==> config.mk <==
export PLATFORM = sky130hd
export DESIGN_NAME = burst_col_seq
export DESIGN_NICKNAME = d
export VERILOG_FILES = /design/src/rtl/burst_col_seq.sv
export SDC_FILE = /design/constraint.sdc
export NUM_CORES = 1
export LEC_CHECK = 0
export BUFFER_PORTS_ARGS = -buffer_cell sky130_fd_sc_hd__buf_2
export CELL_PAD_IN_SITES_DETAIL_PLACEMENT = 1
export CELL_PAD_IN_SITES_GLOBAL_PLACEMENT = 1
export CORE_MARGIN = 1
export CORE_UTILIZATION = 40
export DETAILED_ROUTE_END_ITERATION = 7
export MAX_ROUTING_LAYER = met4
export PLACE_DENSITY = 0.77
export SYNTH_ARGS = -nofsm -noshare
export SYNTH_HDL_FRONTEND = slang
export SYNTH_SLANG_ARGS = --single-unit
==> constraint.sdc <==
create_clock -name clk -period 2.5 [get_ports clk]
set_input_delay 0.5 -clock clk [delete_from_list [all_inputs] [get_ports clk]]
set_output_delay 0.5 -clock clk [all_outputs]
set_load 0.05 [all_outputs]
==> src/rtl/burst_col_seq.sv <==
`timescale 1ns/1ps
module burst_col_seq #(
  parameter int COL_W = 8
) (
  input  logic             clk,
  input  logic             rst_n,
  input  logic             start_i,
  input  logic [COL_W-1:0] start_col_i,
  input  logic [2:0]       len_code_i,
  input  logic             ilv_i,
  input  logic             advance_i,
  input  logic             term_i,
  output logic [COL_W-1:0] col_o,
  output logic             valid_o,
  output logic             last_o,
  output logic             illegal_o
);
  localparam logic [COL_W-1:0] ONE = COL_W'(1);

  logic             active_q, ilv_q, full_q, illegal_q;
  logic [COL_W-1:0] beat_q, base_q, mask_q;
  logic [COL_W-1:0] mask_d, lanes;
  logic             legal, accept, at_last;

  always_comb begin
    mask_d = '0;
    legal  = 1'b0;
    case (len_code_i)
      3'd0, 3'd1, 3'd2, 3'd3: begin
        mask_d = (ONE << len_code_i) - ONE;
        legal  = 1'b1;
      end
      3'd7: begin
        mask_d = '1;
        legal  = !ilv_i;
      end
      default: ;
    endcase
  end

  assign accept  = start_i && legal;
  assign at_last = active_q && !full_q && (beat_q == mask_q);
  assign lanes   = ilv_q ? (base_q ^ beat_q) : (base_q + beat_q);

  always_ff @(posedge clk) begin
    if (!rst_n) begin
      active_q  <= 1'b0;
      beat_q    <= '0;
      base_q    <= '0;
      mask_q    <= '0;
      ilv_q     <= 1'b0;
      full_q    <= 1'b0;
      illegal_q <= 1'b0;
    end else begin
      illegal_q <= start_i && !legal;
      if (accept) begin
        active_q <= 1'b1;
        beat_q   <= '0;
        base_q   <= start_col_i;
        mask_q   <= mask_d;
        ilv_q    <= ilv_i;
        full_q   <= (len_code_i == 3'd7);
      end else if (active_q && (term_i || (advance_i && at_last))) begin
        active_q <= 1'b0;
      end else if (active_q && advance_i) begin
        beat_q <= beat_q + ONE;
      end
    end
  end

  assign col_o     = (base_q & ~mask_q) | (lanes & mask_q);
  assign valid_o   = active_q;
  assign last_o    = at_last;
  assign illegal_o = illegal_q;
endmodule

# Word level (Yosys, flattened, before mapping)
# Cells that the tools add are included.
# Widths: inputs -> output; s select.
[op_classes] n_addsub=3 eq_ne=5 n_mux=5 bitwise=7 n_reduce_logical=16 shift=1
[ops] op="$and 8x8->8" count=2
[ops] op="$pmux 8 s2" count=1
[ops] op="$add 8x1->8 const B" count=1
[ops] op="$add 8x8->8" count=1
[ops] op="$eq 8x8->1" count=1
[ops] op="$mux 8" count=1
[ops] op="$not 8->8" count=1
[ops] op="$or 8x8->8" count=1
[ops] op="$shl 1x3->8 const A" count=1
[ops] op="$sub 8x1->8 const B" count=1
[ops] op="$xor 8x8->8" count=1
[ops] op="$logic_and 1x1->1" count=7
[ops] op="$eq 3x2->1 const B" count=2
[ops] op="$reduce_or 4->1" count=1
[ops] op="$eq 3x1->1 const B" count=1
[ops] op="$eq 3x3->1 const B" count=1
[ops] op="$logic_not 1->1" count=3
[ops] op="$logic_not 3->1" count=1
[ops] op="$mux 1" count=2
[ops] op="$not 1->1" count=2
[ops] op="$pmux 1 s2" count=1
[ops] op="$reduce_and 2->1" count=1
[ops] op="$reduce_bool 2->1" count=1
[ops] op="$reduce_or 2->1" count=1
[ops] op="$logic_or 1x1->1" count=1
[word_totals] output_inout_bits=11 regBits=28

# Depth between registers and ports, before layout
[depth] word_depth=8 depth_mapped=8 depth_no_buf=8

# Least setup slack after synthesis
# No wires, ideal clock.
[synth_timing] path_type="reg2out" startpoint="register beat_q[0]" endpoint="output port col_o[4]" arrival_ns=2.260 slack_ns=-0.260 t_required_ns=2.000 path_stages_with_launch=9 path_cell_list="dfxtp_1 ha_1 inv_1 fa_1 nor2b_1 o21ai_0 a21oi_1 xnor2_1 a21oi_1"
[synth_between] elab_chain_len=4
[synth_lines] element="from (decl)" line_no="21" text="logic [COL_W-1:0] beat_q, base_q, mask_q;"
[synth_lines] element="from (signal assigned)" line_no="66" text="beat_q <= beat_q + ONE;"
[synth_lines] element="$add 8x8->8" line_no="43" text="assign lanes = ilv_q ? (base_q ^ beat_q) : (base_q + beat_q);"
[synth_lines] element="$mux 8" line_no="43"
[synth_lines] element="$and 8x8->8" line_no="71" text="assign col_o = (base_q & ~mask_q) | (lanes & mask_q);"
[synth_lines] element="$or 8x8->8" line_no="71"
[synth_lines] element="to (decl)" line_no="13" text="output logic [COL_W-1:0] col_o,"
# Every way passes these cells.

# Worst setup path after layout
[layout_timing] startpoint="register beat_q[1]" endpoint="output port col_o[7]"
# The elaborated chain is that of the path after synthesis.

==> results.toml <==
[setup_path]
crit_buf_inv = 1
max_stage_delay_ns = 0.38
timing.rr.start = "full_q$_SDFFE_PN0P_"
end_kind = "output pin"
cp.depth = 7
worstPathArrival_ns = 2.10
reg2reg_depth = 5
reg2reg_to = "beat_q[1]$_SDFFE_PP0P_"
path_max_fanout = 3
rrSetupSlack_ns = 0.83
cp_top_family = "compound AO/OA/AOI/OAI gates"
crit_chain = "ha_4, a21oi_4, o211ai_2, or3_1, a211oi_2, xnor2_2, buf_6"
crit_end = "col_o[7]"
path_class = "reg -> out"
critical_path.startpoint_type = "register"
cp-startpoint = "beat_q[1]$_SDFFE_PP0P_"
critPathRequiredTime_ns = 2.00
crit_slowest_cell = "dfxtp_4"

[drt]
ant_nets = 0
avgRoutedWirePerCell_um = 17.3
wirelength_um = 4470
dr.first_iter.drc_count = 36
top_layer = "met4"
vias_per_cell = 5.51
wl_met2_um = 2310
wl_met1_um = 2000
drc = 0
met3WireLength_um = 92
dr.pass1.iters = 4
via_count = 1426

[synthesis]
synth_top_family_by_area = "simple AND/OR/NAND/NOR gates"
ys_warn_count = 0
synthFlopType = "dfxtp_1"
synth_cell_types = 40
syn-cell-area_sq_um = 1490
synth_fp_nets = 204
synthArstFlopShare_pct = 0
synthAdderAreaFrac_pct = 8.07
synthCells = 178
synth_mux_area_share_pct = 6.14
synth_edf_count = 0
ys_ff_latch = 24
ys_seq_area_share_pct = 32.3
avgSynthCellArea_sq_um = 8.36
synth_compound_area_share_pct = 17.7
yosys.area_share.simple_pct = 24.2
synth_xor_area_share_pct = 8.24

[place]
dp.cells = 253
port_buffers = 27
hpwl_um = 3120
place.gp.congestion = 0.870

[hold_path]
hold_class = "in -> reg"
hp-start = "start_col_i[1]"

[finish]
layoutNonFillerInstCount = 259
drive_gt1_share_pct = 34.3
nFillCells = 427
antennaDiodeCount = 0
nNetsFinal = 240
final_cell_mix = "buf_2, nor2_1, dfxtp_1, a21oi_1"
utilization_pct = 55.7
syn_to_final_growth_pct = 28.8
final_common_cell = "buf_2"

[timing]
setup_slack_ns = -0.102
skew_ns = 0.00340
hold_slack_ns = 0.484
hold_violations = 0
rsz0062_at_grt = "true"
drv_slew = 0
slew_headroom_pct = 47.2
min_period_ns = 2.60
post-route-period-util_pct = 104
max_freq_mhz = 384
setup_viol = 1
setup_tns_ns = -0.102
tightest_slew_ns = 0.787

[global_route]
overflow = 0
grt_max_degree = 17
first_global_vias = 1577
grt_pass1_wl_um = 7690
track_usage_pct = 25.6
antenna_found_initial = 0

[cts]
clockRootBuffer = "clkbuf_8"
clk_pin_slew_ns = 0.09
cts_max_level = 1
cts.sinks = 24
cts_tree = "built"
holdBufCountCts = 0
clockBufferDepth = 2
cts_buffers = 3
clk_latency_ns = 0.27

[floorplan]
rows = 21
die_w_um = 63.0
initial_core_util_pct = 43.2
core_area_sq_um = 3440
die_h_um = 63.0
io_pins = 28
die_area_sq_um = 3970

[flow_run]
drv_cap = 0

[power]
peakVddDrop_uv = 290
fin_total_pwr_w = 0.000861
cellLeakagePower_nw = 0.747
p_per_area_nw_per_um2 = 449

[status]
violations = "negative setup slack"
status = "complete, but fails checks"
-- registers in the layout, indices dropped and copies added (netlist names) --
| signal | cells |
|---|---|
| valid_o | 1 |
| ilv_q | 1 |
| mask_q | 4 |
| full_q | 1 |
| illegal_o | 1 |
| base_q | 8 |
| beat_q | 8 |
-- how the worst min path moves through the flow --
| stage | slack [ns] | endpoint | depth (start not counted) |
|---|---|---|---|
| 2_1_floorplan | 0.49 | beat_q[6]$_SDFFE_PP0P_ | 2 |
| 3_3_place_gp | 0.52 | beat_q[6]$_SDFFE_PP0P_ | 2 |
| 3_5_place_dp | 0.54 | base_q[3]$_SDFFE_PN0P_ | 2 |
| 4_1_cts | 0.48 | base_q[1]$_SDFFE_PN0P_ | 3 |
| 5_1_grt | 0.50 | base_q[1]$_SDFFE_PN0P_ | 3 |
| 6_report | 0.48 | base_q[1]$_SDFFE_PN0P_ | 3 |
-- synthesized netlist by cell type, drive strengths merged, types with 6 or more instances --
master	instances	area, sq um
inv	7	26.3
xor2	6	52.6
o21ai	14	73.8
nor2b	11	68.8
nand2	10	37.5
a21oi	19	98.9
nor2	20	80.1
mux2i	8	80.1
ha	8	100
xnor2	8	70.1
dfxtp	24	480
-- per-stage QoR --
stage,area (sq um),setup WS (ns)
after global routing,1920,-0.182
after floorplan,1510,0.00817
final,1920,-0.102
after detailed placement,1720,0.0612
after global placement,1720,0.0979
after CTS,1900,-0.133
-- metal layers --
metal / up-vias / track usage [%]
met4: 0 / 6.98
met5: - / -
met2: 27 / 45.8
met3: 6 / 3.28
met1: 695 / 29.5
li1: 698 / -
-- power by group --
group	internal (W)	total [W]	leakage, nW	switching, W
registers	0.000395	0.000412	0.199	0.0000172
clock network	0.000141	0.000274	0.0288	0.000133
logic	0.0000653	0.000175	0.520	0.000110
total	0.000601	0.000861	0.747	0.000260
-- worst reg2reg max path, cell delays in order (launching register included) --
cell      delay (ns)
dfxtp_1         0.45
nor4_1          0.26
nand3b_1        0.24
o21ai_2         0.26
mux2i_1         0.27
nor2_2          0.06
-- cells by family after synthesis --
group           count (synthesis)
buf+inv                        11
simple gates                   68
compound gates                 43
fa+ha+maj                       9
mux                             9
flops                          24
xor+xnor                       14
-- what timing repair did --
action | CTS | global route
hold endpoints to repair | 0 | 0
pin swaps | 9 | 6
gates resized for setup | 27 | 9
endpoints found under the setup margin | 5 | 6
buffers inserted | 2 | 0
-- area by class of cell --
class | instances | area, sq um | area share [%]
clock buffers | 4 | 55.1 | 2.87
inverters | 7 | 26.3 | 1.37
multi-input cells | 143 | 1060 | 55.5
flip-flops and latches | 24 | 492 | 25.7
well taps | 46 | 57.6 | 3.00
repair buffers | 35 | 223 | 11.6
Power figures use the tool's default switching activity.
